`src/rtl/lifo_pkg.sv`:
```
package lifo_pkg;
  // Strobes issued by the control to the datapath
  typedef struct packed {
    logic push;
    logic pop;
  } stackStrobe_t;
endpackage

```
`src/rtl/lifo_ctrl.sv`:
```
module lifo_ctrl
  import lifo_pkg::*;
(
  input  logic         clk,
  input  logic         rstN,
  input  logic         pushReq,
  input  logic         popReq,
  input  logic         isFull,
  input  logic         isEmpty,
  output stackStrobe_t strobe,
  output logic         opError
);
  logic refused;

  always_comb begin
    strobe.push = pushReq & ~popReq & ~isFull;
    strobe.pop  = popReq & ~pushReq & ~isEmpty;
    refused     = (pushReq | popReq) & ~(strobe.push | strobe.pop);
  end

  always_ff @(posedge clk or negedge rstN) begin
    if (!rstN) opError <= 1'b0;
    else       opError <= refused;
  end
endmodule

```
`src/rtl/lifo_dp.sv`:
```
module lifo_dp
  import lifo_pkg::*;
#(
  parameter int DATA_W = 8,
  parameter int PTR_W  = 6
) (
  input  logic              clk,
  input  logic              rstN,
  input  stackStrobe_t      strobe,
  input  logic [DATA_W-1:0] pushData,
  output logic [DATA_W-1:0] popData,
  output logic [PTR_W-1:0]  stackPtr,
  output logic              isFull,
  output logic              isEmpty
);
  localparam int DEPTH = 1 << PTR_W;

  logic [DATA_W-1:0] memWord [DEPTH];
  logic [PTR_W-1:0]  ptrUp;
  logic [PTR_W-1:0]  ptrDown;

  assign ptrUp   = stackPtr + PTR_W'(1);
  assign ptrDown = stackPtr - PTR_W'(1);

  // One register word per location, written at the pre-incremented pointer
  for (genvar g = 0; g < DEPTH; g++) begin : g_word
    always_ff @(posedge clk) begin
      if (strobe.push && (ptrUp == PTR_W'(g))) memWord[g] <= pushData;
    end
  end

  always_ff @(posedge clk or negedge rstN) begin
    if (!rstN) begin
      stackPtr <= '0;
      isFull   <= 1'b0;
      isEmpty  <= 1'b1;
      popData  <= '0;
    end else if (strobe.push) begin
      stackPtr <= ptrUp;
      isFull   <= (ptrUp == '0);
      isEmpty  <= 1'b0;
    end else if (strobe.pop) begin
      popData  <= memWord[stackPtr];
      stackPtr <= ptrDown;
      isEmpty  <= (ptrDown == '0);
      isFull   <= 1'b0;
    end
  end
endmodule

```
`src/rtl/lifo_reg_stack.sv`:
```
module lifo_reg_stack
  import lifo_pkg::*;
#(
  parameter int DATA_W = 8,
  parameter int PTR_W  = 6
) (
  input  logic              clk,
  input  logic              rstN,
  input  logic              pushReq,
  input  logic              popReq,
  input  logic [DATA_W-1:0] pushData,
  output logic [DATA_W-1:0] popData,
  output logic [PTR_W-1:0]  stackPtr,
  output logic              isFull,
  output logic              isEmpty,
  output logic              opError
);
  stackStrobe_t strobe;

  lifo_ctrl i_ctrl (
    .clk     (clk),
    .rstN    (rstN),
    .pushReq (pushReq),
    .popReq  (popReq),
    .isFull  (isFull),
    .isEmpty (isEmpty),
    .strobe  (strobe),
    .opError (opError)
  );

  lifo_dp #(.DATA_W(DATA_W), .PTR_W(PTR_W)) i_dp (
    .clk      (clk),
    .rstN     (rstN),
    .strobe   (strobe),
    .pushData (pushData),
    .popData  (popData),
    .stackPtr (stackPtr),
    .isFull   (isFull),
    .isEmpty  (isEmpty)
  );
endmodule

```
`config.mk`:
```
export PLATFORM = sky130hd
export DESIGN_NAME = lifo_reg_stack
export DESIGN_NICKNAME = d
export VERILOG_FILES = /design/src/rtl/lifo_pkg.sv /design/src/rtl/lifo_ctrl.sv /design/src/rtl/lifo_dp.sv /design/src/rtl/lifo_reg_stack.sv
export SDC_FILE = /design/constraint.sdc
export NUM_CORES = 1
export LEC_CHECK = 0
export BUFFER_PORTS_ARGS = -buffer_cell sky130_fd_sc_hd__buf_2
export CELL_PAD_IN_SITES_DETAIL_PLACEMENT = 2
export CELL_PAD_IN_SITES_GLOBAL_PLACEMENT = 2
export CORE_MARGIN = 3
export CORE_UTILIZATION = 39
export DETAILED_ROUTE_END_ITERATION = 8
export MAX_ROUTING_LAYER = met4
export PLACE_DENSITY_LB_ADDON = 0.1
export SLEW_MARGIN = 10
export SYNTH_ARGS = -nofsm -noshare
export SYNTH_HDL_FRONTEND = slang
export SYNTH_SLANG_ARGS = --single-unit
export TNS_END_PERCENT = 30
```
`constraint.sdc`:
```
create_clock -name clk -period 4.25 [get_ports clk]
set_input_delay 0.6375 -clock clk [delete_from_list [all_inputs] [get_ports clk]]
set_output_delay 0.6375 -clock clk [all_outputs]
set_load 0.1 [all_outputs]
```
Word level (Yosys, flattened, before mapping)

Memories as Yosys holds them, arrays and structs flattened. A register that Yosys moved wholly into a read port is not among the register bits.
Cells that the tools add are included.

Flip-flop bits (word level): 9
Word-level logic and storage cells: 538
Memories: 1
Output and inout bits: 17
Bits in writable memories: 512
Input port bits: 12

Memories:

| name         | depth | width | read ports | clocked after Yosys merged registers in | write ports | RTL line      | source |
|---|---|---|---|---|---|---|---|
| i_dp.memWord | 64    | 8     | 1          | 1                                       | 1           | lifo_dp.sv:18 | `logic [DATA_W-1:0] memWord [DEPTH];` |

Add/subtract/negate cells: 2
Multiplexer cells: 323
Equality and inequality tests: 63
Reductions and logical operators: 132
Bitwise operators: 13

Operators with widths:

| operator                                                               | number |
|---|---|
| 8-bit 2-to-1 mux                                                       | 63 |
| 8-bit OR reduction                                                     | 63 |
| 6-bit 2-to-1 mux                                                       | 65 |
| 1-bit 2-to-1 mux                                                       | 195 |
| 6-bit equality test (second input constant)                            | 32 |
| 6-bit by 5-bit equality test with 1-bit output (second input constant) | 16 |
| 1-bit logical AND                                                      | 64 |
| 6-bit by 4-bit equality test with 1-bit output (second input constant) | 8 |
| 6-bit by 3-bit equality test with 1-bit output (second input constant) | 4 |
| 6-bit by 2-bit equality test with 1-bit output (second input constant) | 2 |
| 6-bit logical NOT                                                      | 2 |
| 6-bit by 1-bit adder with 6-bit output (second input constant)         | 1 |
| 6-bit by 1-bit equality test with 1-bit output (second input constant) | 1 |
| 1-bit inverter                                                         | 6 |
| 6-bit by 1-bit subtractor with 6-bit output (second input constant)    | 1 |
| 1-bit bitwise AND                                                      | 5 |
| 1-bit bitwise OR                                                       | 2 |
| 2-bit AND reduction                                                    | 1 |
| 2-bit nonzero test                                                     | 1 |
| 1-bit logical NOT                                                      | 1 |

Depth between registers and ports, before layout

Gate-level depths: netlist of the first run.

Depth after elaboration: 70
Mapped depth: 10
Mapped depth without buffers: 7

By module

Synthesis of the first run repeated with hierarchy kept, for this count alone.

Cells, all modules: 1052
Area total of the unflattened synthesis: 21011.4 um^2

Modules (own cells, without submodules):

| module    | seq. area each (um^2) | cells each | area each (um^2) | instances |
|---|---|---|---|---|
| lifo_dp   | 15776.4               | 1046       | 20955.1          | 1 |
| lifo_ctrl | 25.0                  | 6          | 56.3             | 1 |

Worst setup path before layout of the first run

No wires, ideal clock.

Path type: register to register
Start point: register i_dp.stackPtr[1]
End point: memory i_dp.memWord[8][0] (enable)
Cell stages (with the launch flop): 9
Setup time: 0.370 ns
Buffers on the path: 2
Path slack: 1.083 ns
Data required time: 3.880 ns
Clock period less this slack: 3.167 ns
Arrival time: 2.797 ns
Cell sequence: dfrtp_1 > inv_1 > nor2_2 > nand3_1 > xnor2_2 > or2_1 > buf_2 > buf_6 > nor2_1

Cells in the longest elaborated chain, start to end: 69

Ends and longest elaborated chain:

| element                                                                                    | RTL line      | source |
|---|---|---|
| from (decl)                                                                                | lifo_dp.sv:12 | `output logic [PTR_W-1:0] stackPtr,` |
| from (signal assigned)                                                                     | lifo_dp.sv:39 | `stackPtr <= ptrUp;` |
| from (signal assigned)                                                                     | lifo_dp.sv:44 | `stackPtr <= ptrDown;` |
| 6-bit by 1-bit adder with 6-bit output *                                                   | lifo_dp.sv:22 | `assign ptrUp = stackPtr + PTR_W'(1);` |
| 6-bit by 1-bit equality test with 1-bit output                                             | lifo_dp.sv:28 | `if (strobe.push && (ptrUp == PTR_W'(g))) memWord[g] <= pushData;` |
| 1-bit logical AND                                                                          | lifo_dp.sv:28 |  |
| 1-bit 2-to-1 mux                                                                           | lifo_dp.sv:28 |  |
| 1-bit 2-to-1 mux (not written as such)                                                     | lifo_dp.sv:28 |  |
| 8-bit OR reduction (no source line)                                                        | -             |  |
| 6-bit 2-to-1 mux (no source line) / 1-bit 2-to-1 mux (equally long branches) (63 in a row) | -             |  |
| to (decl)                                                                                  | lifo_dp.sv:18 |  |

Mark *: on every way between the ends. The rest lies on a longest branch, timed or not.

Worst setup path after layout of the first run

Start point: register i_dp.stackPtr[0]
End point: memory i_dp.memWord[29][0] (enable)

The elaborated chain is that of the path after synthesis.

==> impl_metrics.py, run 1 <==
metrics = {
    "outcome": {
        "status": "completed",
    },
    "yosys": {
        "synth_mux_area_frac": 0.146,
        "synth_top_family_by_area": "multiplexers",
        "synth_fa_ha_area_frac": 0.00355,
        "syn_area_um2": 21100,
        "yosysSeqAreaShare": 0.747,
        "async_flop_share": 0.0321,
        "synth_compound_area_frac": 0.0412,
        "synth.avg_cell_area_um2": 18.8,
        "synth_edf_count": 512,
        "synth-simple-area-share": 0.0337,
        "ys_ff_latch": 529,
        "yosysWarnings": 0,
        "synthCells": 1124,
        "synthXorXnorAreaFrac": 0.00326,
        "yosysUniqueCellTypes": 41,
        "ys.flop_type": "edfxtp_1",
        "synth_fp_nets": 1142,
    },
    "sta": {
        "fin_tns_setup_ns": 0,
        "maxSlewHeadroom": 0.272,
        "final.setup_skew_ns": 0.0194,
        "report.final.slew_viol_count": 0,
        "min_period_ns": 3.33,
        "period_share": 0.783,
        "timing.fmax_mhz": 300,
        "setup-violations-final": 0,
        "hold_viol": 0,
        "tightestPinTransition_ns": 1.09,
        "rsz0062_at_grt": "no",
        "fin_ws_ns": 0.921,
    },
    "floorplan": {
        "initial_utilization": 0.398,
        "die_y_um": 239,
        "die_width_um": 239,
        "rows": 84,
        "core_area_um2": 53100,
        "num_io_pins": 29,
        "dieArea_um2": 57000,
    },
    "grt": {
        "grt_pass1_wl_mm": 85.0,
        "grt_max_degree": 108,
        "gr-usage-met2": 0.349,
        "grt-ovfl-total": 0,
        "met1_usage": 0.281,
        "met3_usage": 0.0356,
        "grt_pass1_vias": 11900,
        "grt_util_all_layers": 0.213,
        "antenna_found_initial": 1,
        "busiest_layer": "met2",
    },
    "drt": {
        "drtAntennaViolNets": 0,
        "routed_wirelength_mm": 57.7,
        "drtIter0Drc": 694,
        "vias_per_cell": 5.54,
        "num_vias": 10900,
        "wl_per_cell_um": 29.4,
        "drt_pass1_iterations": 5,
        "drc": 0,
    },
    "cts": {
        "postCtsResizedCells": 0,
        "cts_tree": "done",
        "cts-buffers-inserted": 57,
        "cts_buffer_depth": 3,
        "htree_levels": 2,
        "clock_tree.root_cell": "clkbuf_16",
        "worst_skew_pair.late_latency_ns": 0.61,
        "cts.sinks": 529,
        "clkSlewWorstSetupHoldPaths_ns": 0.07,
    },
    "setup_path": {
        "cp.required_ns": 4.48,
        "cp_data_arrival_time_ns": 3.56,
        "crit_fanout": 21,
        "reg2regPathDepth": 6,
        "crit_path_end_kind": "flip-flop",
        "worstSetupStartpointType": "flip-flop",
        "crit_type": "reg -> reg",
    },
    "placed_design": {
        "place_ws_ns": 0.952,
        "place.port_buffers": 28,
        "gp_congestion": 0.794,
        "dp_hpwl_mm": 37.3,
    },
    "pwr": {
        "power_density_nw_per_um2": 671,
        "p_leak_nw": 8.11,
        "irDropWorstVdd_uv": 548,
    },
    "final_layout": {
        "drive_above_1_share": 0.208,
        "nNetsFinal": 1243,
        "syn2layout_area_growth_pct": 14.0,
        "final_util": 0.454,
        "fillers": 4824,
    },
    "hold_path": {
        "holdPathStages": 3,
        "hold_path_class": "in -> reg",
    },
    "run": {
        "maxCapViolCount": 0,
    },
}
-- layer usage --
layer | vias up | part of all wire
li1 | 4746 | -
met1 | 5825 | 0.44
met2 | 202 | 0.50
met3 | 81 | 0.043
met4 | 0 | 0.020
met5 | - | 0
-- power by group --
part	switching, mW	internal, mW
Sequential	0.205	5.91
Combinational	3.46	1.77
Clock	2.00	2.83
Total	5.67	10.5
-- critical path, cell delays in order (launching register included) --
cell and delay, ns:
dfrtp_4 0.63, ha_1 0.36, nor2b_1 0.23, a21oi_1 0.12, o21ai_0 0.42, nand3_1 0.37, nor2_1 0.81
-- registers in the layout (all words and copies together) (netlist names) --
signal and count:
i_ctrl.opError 1, i_dp.stackPtr 6, i_dp.isEmpty 1, i_dp.popData 8, i_dp.isFull 1, i_dp.memWord 512
-- per-stage QoR --
step | hold slack, ns | instances | power, mW | instance area [um2]
floorplan | 0.342 | 1124 | 9.93 | 21100
global placement | 0.543 | 1853 | 11.5 | 22300
detailed placement | 0.554 | 1853 | 11.5 | 22300
CTS | 0.276 | 1959 | 16.4 | 24100
global route | 0.316 | 1960 | 16.9 | 24100
finish | 0.309 | 1960 | 16.2 | 24100
-- cells in the mapped netlist, types with 6 or more instances --
| library cell | number | area [um2] |
|---|---|---|
| ha_1 | 6 | 75.1 |
| buf_12 | 8 | 160 |
| a41oi_1 | 8 | 70.1 |
| a31oi_1 | 10 | 62.6 |
| buf_6 | 6 | 67.6 |
| nand2_1 | 16 | 60.1 |
| clkbuf_1 | 17 | 63.8 |
| a21oi_1 | 7 | 35.0 |
| nor2_1 | 73 | 274 |
| buf_4 | 10 | 75.1 |
| edfxtp_1 | 512 | 15400 |
| buf_2 | 23 | 115 |
| mux2i_1 | 161 | 1610 |
| nand3_1 | 53 | 265 |
| mux4_2 | 62 | 1400 |
| nor2b_1 | 6 | 37.5 |
| a22oi_1 | 82 | 616 |
| dfrtp_1 | 16 | 400 |
| o21ai_1 | 8 | 40.0 |
-- layout make-up --
class,instances,area [um2],share of cell area
Tap cell,688,861,0.0357
Inverter,3,11.3,0.000467
Multi-Input combinational cell,522,4820,0.200
Timing Repair Buffer,112,786,0.0326
Clock inverter,33,287,0.0119
Clock buffer,72,1530,0.0633
Sequential cell,529,15800,0.656
Antenna cell,1,2.50,0.000104
-- cells in the final DEF (no fill, tap or decap), types with 13 or more instances in the layout --
master     count
a22oi_1       82
mux4_2        62
mux2i_1      161
buf_4         82
buf_2         28
nand2_1       16
nand3_1       53
nor2_1        72
clkinv_2      14
edfxtp_1     512
clkbuf_1      13
clkbuf_16     59
dfrtp_1       13
-- timing repair --
action                                 CTS  global route
endpoints found under the hold margin   16             0
hold buffers                             1             0
buffers inserted                         0             0
-- cell families after synthesis --
logic type | after synthesis
AO/OA/AOI/OAI | 123
XOR/XNOR | 7
multiplexers | 226
adder cells (fa/ha/maj) | 6
flip-flops | 529
AND/OR/NAND/NOR | 160
buffers and inverters | 73
-- worst paths after layout --
check | startpoint | endpoint | slack [ns]
worst max register to register | i_dp.stackPtr[0] | i_dp.memWord[29][0] | 0.92
min in group asynchronous | rstN | i_dp.stackPtr[1] | 0.55
worst max-delay path | i_dp.stackPtr[0] | i_dp.memWord[29][0] | 0.92
worst min register to register | i_dp.popData[6] | i_dp.popData[6] | 0.58
max in group asynchronous | rstN | i_dp.stackPtr[0] | 3.34
worst min-delay path | pushReq | i_ctrl.opError | 0.31
No activity file was read; power rests on OpenSTA's default activity.
==> run 2: changes to the inputs <==
--- a/config.mk
+++ b/config.mk
@@ -5,11 +5,12 @@
 export SDC_FILE = /design/constraint.sdc
 export NUM_CORES = 1
 export LEC_CHECK = 0
+export ABC_AREA = 1
 export BUFFER_PORTS_ARGS = -buffer_cell sky130_fd_sc_hd__buf_2
 export CELL_PAD_IN_SITES_DETAIL_PLACEMENT = 2
 export CELL_PAD_IN_SITES_GLOBAL_PLACEMENT = 2
 export CORE_MARGIN = 3
-export CORE_UTILIZATION = 39
+export CORE_UTILIZATION = 38
 export DETAILED_ROUTE_END_ITERATION = 8
 export MAX_ROUTING_LAYER = met4
 export PLACE_DENSITY_LB_ADDON = 0.1
==> constraint.sdc (replaced) <==
create_clock -name clk -period 2.9 [get_ports clk]
set_input_delay 0.435 -clock clk [delete_from_list [all_inputs] [get_ports clk]]
set_output_delay 0.435 -clock clk [all_outputs]
set_load 0.1 [all_outputs]
==> impl_metrics.py, run 2 <==
metrics = {
    "hold_path": {
        "min_from": "pushReq",
        "holdPathStages": 3,
        "holdPathEnd": "i_ctrl.opError",
        "hold_path_class": "in -> reg",
    },
    "setup_path": {
        "crit_top_cell": "nor2_1",
        "crit_path_max_incr_delay_ns": 0.53,
        "cp_data_arrival_time_ns": 2.95,
        "crit_path_top_delay_cell": "dfrtp_4",
        "worstSetupStartpointType": "flip-flop",
        "crit_fanout": 85,
        "r2r_start": "i_dp.stackPtr[0]",
        "cp_top_family": "simple AND/OR/NAND/NOR gates",
        "crit_path_end_kind": "flip-flop",
        "r2r_setup_slack_ns": 0.27,
        "crit_type": "reg -> reg",
        "cp_num_buf_inv": 3,
        "cp.required_ns": 3.22,
        "reg2reg_to": "i_dp.memWord[12][2]",
        "reg2regPathDepth": 7,
        "cp_cell_sequence": "buf_12 -> ha_1 -> inv_1 -> nor2_1 -> nand2_1 -> nor2_1 -> buf_4",
    },
    "sta": {
        "report.final.slew_viol_count": 0,
        "maxSlewHeadroom": 0.445,
        "fin_ws_ns": 0.266,
        "tightestPinTransition_ns": 0.832,
        "timing.fmax_mhz": 380,
        "rsz0062_at_grt": "no",
        "setup-violations-final": 0,
        "min_period_ns": 2.63,
        "fin_tns_setup_ns": 0,
        "final.setup_skew_ns": 0.0197,
        "hold_viol": 0,
        "period_share": 0.908,
    },
    "yosys": {
        "synth.avg_cell_area_um2": 10.4,
        "yosysMostFrequentCell": "nand2_1",
        "synth_top_family_by_area": "simple AND/OR/NAND/NOR gates",
        "syn_area_um2": 23400,
        "synth_top_cell_area_share": 0.658,
        "synth-simple-area-share": 0.221,
        "yosysSeqAreaShare": 0.677,
        "yosysWarnings": 0,
        "synth_edf_count": 512,
        "ys_ff_latch": 529,
        "synth_fa_ha_area_frac": 0.00321,
        "synth_mux_area_frac": 0,
        "synth_top_area_cell": "edfxtp_1",
        "yosysUniqueCellTypes": 31,
        "synth_fp_nets": 2268,
        "async_flop_share": 0.0321,
        "synth.cells.most_frequent": "nand2_1 (875), edfxtp_1 (512), inv_1 (269)",
        "synthXorXnorAreaFrac": 0.00370,
        "synthCells": 2250,
        "yosys-top-cells-area": "edfxtp_1 (66%), nand2_1 (14%), nand3_1 (5.4%)",
        "ys.flop_type": "edfxtp_1",
        "synth_compound_area_frac": 0.0230,
    },
    "final_layout": {
        "final_common_cell": "nand2_1",
        "final_util": 0.443,
        "final_cells": 3173,
        "final_cell_mix": "nand2_1 (875), edfxtp_1 (512), inv_1 (268)",
        "drive_above_1_share": 0.115,
        "top_regs": "i_dp.memWord: 512 flops, i_dp.popData: 8 flops, i_dp.stackPtr: 6 flops",
        "syn2layout_area_growth_pct": 15.0,
        "nNetsFinal": 2357,
        "largest_reg_flops": 512,
        "top_register": "i_dp.memWord",
    },
    "pwr": {
        "p_leak_nw": 11.2,
        "p_total_mw": 26.3,
        "irDropWorstVdd_uv": 717,
        "power_density_nw_per_um2": 978,
    },
    "placed_design": {
        "gp_congestion": 0.828,
        "place_ws_ns": 0.185,
        "place.port_buffers": 28,
        "placedCellCount": 3059,
        "dp_hpwl_mm": 49.3,
    },
    "grt": {
        "grt-ovfl-total": 0,
        "grt_pass1_vias": 17900,
        "antenna_found_initial": 1,
        "grt_util_all_layers": 0.249,
        "grt_pass1_wl_mm": 115,
        "grt_max_degree": 133,
    },
    "cts": {
        "postCtsSetupBuffers": 0,
        "cts-buffers-inserted": 59,
        "clkSlewWorstSetupHoldPaths_ns": 0.07,
        "htree_levels": 2,
        "worst_skew_pair.late_latency_ns": 0.62,
        "cts.sinks": 529,
        "cts_buffer_depth": 3,
        "cts_tree": "done",
        "postCtsResizedCells": 0,
        "clock_tree.root_cell": "clkbuf_16",
    },
    "floorplan": {
        "num_io_pins": 29,
        "die_y_um": 254,
        "rows": 90,
        "initial_utilization": 0.386,
        "core_area_um2": 60600,
        "dieArea_um2": 64500,
        "die_width_um": 254,
    },
    "drt": {
        "drc": 0,
        "routed_wirelength_mm": 76.5,
        "vias_per_cell": 5.11,
        "drtAntennaViolNets": 0,
        "drtIter0Drc": 1185,
        "num_vias": 16200,
        "drt_pass1_iterations": 5,
        "wl_per_cell_um": 24.1,
    },
    "run": {
        "maxCapViolCount": 0,
    },
    "outcome": {
        "status": "completed",
    },
}
[run 2: changes by cell type after synthesis, sizes merged, moves of 8 or more]
cell / change
or2: +47
inv: +269
buf: +46
mux4: -64
o211ai: +48
nand2: +861
a41oi: -8
nand3: +199
mux2i: -162
a22oi: -82
a31oi: -9
o21ai: -9
[run 2: worst max-delay path by stage]
stage | from | to | slack [ns] | cells past startpoint
2_1_floorplan | i_dp.stackPtr[0] | i_dp.memWord[10][0] | 0.02 | 8
3_5_place_dp | pushReq | i_dp.memWord[12][6] | 0.18 | 8
4_1_cts | i_dp.stackPtr[0] | i_dp.memWord[12][0] | 0.19 | 7
3_3_place_gp | popReq | i_dp.memWord[13][5] | 0.31 | 7
5_1_grt | i_dp.stackPtr[0] | i_dp.memWord[10][4] | 0.14 | 8
6_report | i_dp.stackPtr[0] | i_dp.memWord[12][2] | 0.27 | 7
[run 2: layout make-up]
type	instances	area, um2
Multi-Input combinational cell	1328	5860
Fill cell	6337	33700
Clock inverter	23	246
Clock buffer	88	1670
Timing Repair Buffer	146	1250
Tap cell	782	978
Antenna cell	2	5.00
Inverter	275	1040
Sequential cell	529	15800
[run 2: per-stage QoR]
stage	hold slack [ns]	cell area, um2
2_1_floorplan	0.139	23400
6_report	0.122	26900
5_1_grt	0.126	26900
3_5_place_dp	0.485	24900
4_1_cts	0.0905	26900
3_3_place_gp	0.478	24900
[run 2: routing by layer]
metal / part of all wire / global-route usage / wire (um) / vias to the layer above
li1: - / - / - / 7506
met1: 0.46 / 0.329 / 34900 / 8328
met2: 0.49 / 0.412 / 37200 / 291
met3: 0.034 / 0.0274 / 2600 / 104
met4: 0.024 / 0.0645 / 1800 / 0
met5: 0 / - / 0 / -
[run 2: where the power goes]
group          internal [mW]  switching [mW]  leakage (nW)  total [mW]
Sequential              8.68           0.241          4.81        8.92
Clock                   4.40            3.06         0.928        7.47
Combinational           2.51            7.37          5.45        9.87
Total                   15.6            10.7          11.2        26.3
[run 2: worst min-delay path, cell delays in order]
cell and delay (ns):
buf_2 0.11, inv_1 0.07, a21oi_1 0.07
[run 2: cells by family after synthesis]
logic type / count (synthesis)
and+or+nand+nor: 1255
DFF: 529
buffers and inverters: 393
AOI/OAI and AO/OA: 58
xor gates and xnor gates: 9
adders and majority gates: 6
[run 2: what timing repair did]
action / CTS / global route
hold endpoints to repair: 16 / 0
setup endpoints to repair: 0 / 0
hold buffers: 1 / 0
==> run 3: changes to the inputs <==
--- a/config.mk
+++ b/config.mk
@@ -7,15 +7,17 @@
 export LEC_CHECK = 0
 export ABC_AREA = 1
 export BUFFER_PORTS_ARGS = -buffer_cell sky130_fd_sc_hd__buf_2
+export CAP_MARGIN = 10
 export CELL_PAD_IN_SITES_DETAIL_PLACEMENT = 2
 export CELL_PAD_IN_SITES_GLOBAL_PLACEMENT = 2
 export CORE_MARGIN = 3
-export CORE_UTILIZATION = 38
+export CORE_UTILIZATION = 39
 export DETAILED_ROUTE_END_ITERATION = 8
 export MAX_ROUTING_LAYER = met4
 export PLACE_DENSITY_LB_ADDON = 0.1
 export SLEW_MARGIN = 10
 export SYNTH_ARGS = -nofsm -noshare
 export SYNTH_HDL_FRONTEND = slang
+export SYNTH_HIERARCHICAL = 1
 export SYNTH_SLANG_ARGS = --single-unit
 export TNS_END_PERCENT = 30
==> impl_metrics.py, run 3 <==
metrics = {
    "outcome": {
        "status": "completed",
    },
    "yosys": {
        "synth_fp_nets": 1919,
        "yosysWarnings": 6,
        "ys.flop_type": "edfxtp_1",
        "synth.cells.most_frequent": "nand2_1 (758), edfxtp_1 (512), nand3_1 (308)",
        "synth.avg_cell_area_um2": 11.5,
        "syn_area_um2": 21900,
        "yosysMostFrequentCell": "nand2_1",
        "yosys-top-cells-area": "edfxtp_1 (70%), nand2_1 (13%), nand3_1 (7.1%)",
        "synth_top_area_cell": "edfxtp_1",
        "yosysSeqAreaShare": 0.723,
        "ys_ff_latch": 529,
        "synth_edf_count": 512,
        "yosysUniqueCellTypes": 30,
        "async_flop_share": 0.0321,
        "synth_top_cell_area_share": 0.703,
        "synthCells": 1901,
    },
    "final_layout": {
        "fillers": 5689,
        "syn2layout_area_growth_pct": 14.6,
        "top_regs": "i_dp/memWord: 512 flops, i_dp/popData: 8 flops, i_dp/stackPtr: 6 flops",
        "top_register": "i_dp/memWord",
        "drive_above_1_share": 0.120,
        "final_common_cell": "nand2_1",
        "final_cell_mix": "nand2_1 (758), edfxtp_1 (512), nand3_1 (308)",
        "nNetsFinal": 2002,
        "final_cells": 2779,
        "largest_reg_flops": 512,
        "final_util": 0.453,
    },
    "drt": {
        "drtAntennaViolNets": 0,
        "num_vias": 14900,
        "vias_per_cell": 5.37,
        "drc": 0,
        "drt_pass1_iterations": 5,
        "routed_wirelength_mm": 71.7,
        "wl_per_cell_um": 25.8,
        "drtIter0Drc": 1136,
    },
    "sta": {
        "maxSlewHeadroom": 0.452,
        "final.setup_skew_ns": 0.0127,
        "report.final.slew_viol_count": 0,
        "period_share": 0.948,
        "min_period_ns": 2.75,
        "rsz0062_at_grt": "no",
        "fin_tns_setup_ns": 0,
        "setup-violations-final": 0,
        "hold_viol": 0,
        "timing.fmax_mhz": 364,
        "tightestPinTransition_ns": 0.822,
    },
    "floorplan": {
        "die_y_um": 243,
        "core_area_um2": 55300,
        "rows": 86,
        "die_width_um": 243,
        "num_io_pins": 29,
        "dieArea_um2": 58900,
        "initial_utilization": 0.395,
    },
    "grt": {
        "antenna_found_initial": 0,
        "grt_max_degree": 172,
        "grt_pass1_vias": 16300,
        "grt-ovfl-total": 0,
        "grt_pass1_wl_mm": 107,
        "grt_util_all_layers": 0.252,
    },
    "pwr": {
        "p_leak_nw": 9.32,
        "irDropWorstVdd_uv": 828,
        "power_density_nw_per_um2": 982,
    },
    "cts": {
        "htree_levels": 2,
        "cts-buffers-inserted": 56,
        "clkSlewWorstSetupHoldPaths_ns": 0.06,
        "worst_skew_pair.late_latency_ns": 0.61,
        "cts_tree": "done",
        "cts.sinks": 529,
        "clock_tree.root_cell": "clkbuf_16",
        "cts_buffer_depth": 3,
        "postCtsSetupBuffers": 0,
    },
    "run": {
        "maxCapViolCount": 0,
    },
    "placed_design": {
        "placedCellCount": 2673,
        "dp_hpwl_mm": 44.7,
        "gp_congestion": 0.841,
        "place.port_buffers": 28,
    },
    "setup_path": {
        "r2r_setup_slack_ns": 0.20,
        "reg2regPathDepth": 6,
        "crit_path_end_kind": "output port",
        "crit_type": "reg -> out",
        "r2r_start": "i_dp/stackPtr[0]",
        "cp.required_ns": 2.47,
        "cp_data_arrival_time_ns": 2.31,
        "worstSetupStartpointType": "flip-flop",
        "crit_fanout": 35,
        "reg2reg_to": "i_dp/memWord[11][5]",
    },
    "hold_path": {
        "hold_path_class": "in -> reg",
        "holdPathEnd": "i_ctrl/opError",
        "min_from": "pushReq",
        "holdPathStages": 3,
    },
}
run 3: power breakdown:
group	total, mW	internal [mW]	switching [mW]
logic	8.70	2.11	6.59
registers	8.87	8.64	0.233
clock network	7.03	4.03	3.01
run 3: area by class of cell:
| cell class | count | area, um2 | area share |
|---|---|---|---|
| clock buffers | 68 | 1470 | 0.0586 |
| multi-input cells | 1243 | 5320 | 0.212 |
| flip-flops and latches | 529 | 15800 | 0.631 |
| well taps | 748 | 936 | 0.0374 |
| inverters | 19 | 80.1 | 0.00320 |
| diodes | 3 | 7.51 | 0.000300 |
| repair buffers | 135 | 1140 | 0.0455 |
| clock inverters | 34 | 297 | 0.0118 |
run 3: worst max path at each step:
stage / start / end
2_1_floorplan: i_dp/stackPtr[0] / i_dp/memWord[18][0]
3_3_place_gp: i_dp/stackPtr[0] / i_dp/memWord[11][3]
3_5_place_dp: i_dp/stackPtr[3] / i_dp/memWord[11][0]
4_1_cts: i_dp/stackPtr[0] / stackPtr[0]
5_1_grt: i_dp/stackPtr[0] / stackPtr[0]
6_report: i_dp/stackPtr[3] / stackPtr[3]
run 3: timing repair:
action	CTS	global route
hold buffers	1	0
setup endpoints to repair	0	1
endpoints found under the hold margin	16	0
resized for setup	0	1
run 3: kinds of logic after synthesis:
family,after synthesis,share of synthesized area
AOI/OAI and AO/OA,75,0.0181
xor gates and xnor gates,8,0.00355
DFF,529,0.723
buffers and inverters,129,0.0344
adders and majority gates,6,0.00343
and+or+nand+nor,1154,0.218
run 3: worst max-delay path, stage by stage (launching register included):
cell and delay [ns]:
dfrtp_2 0.54, buf_4 0.57, buf_2 0.54
run 3: layer usage:
layer | GRT usage | share of wire | vias up
li1 | - | - | 6737
met1 | 0.328 | 0.44 | 7763
met2 | 0.416 | 0.49 | 310
met3 | 0.0372 | 0.043 | 114
met4 | 0.0645 | 0.026 | 0
met5 | - | 0 | -
run 3: stage by stage:
step / cell area (um2) / power, mW / hold WS, ns / worst slack, ns
6_report: 25100 / 24.6 / 0.0583 / 0.152
4_1_cts: 25000 / 24.8 / 0.0259 / 0.0727
3_3_place_gp: 23300 / 17.5 / 0.422 / 0.356
5_1_grt: 25000 / 25.9 / 0.0419 / 0.0511
3_5_place_dp: 23300 / 17.7 / 0.427 / 0.276
2_1_floorplan: 21900 / 14.5 / 0.139 / 0.0189
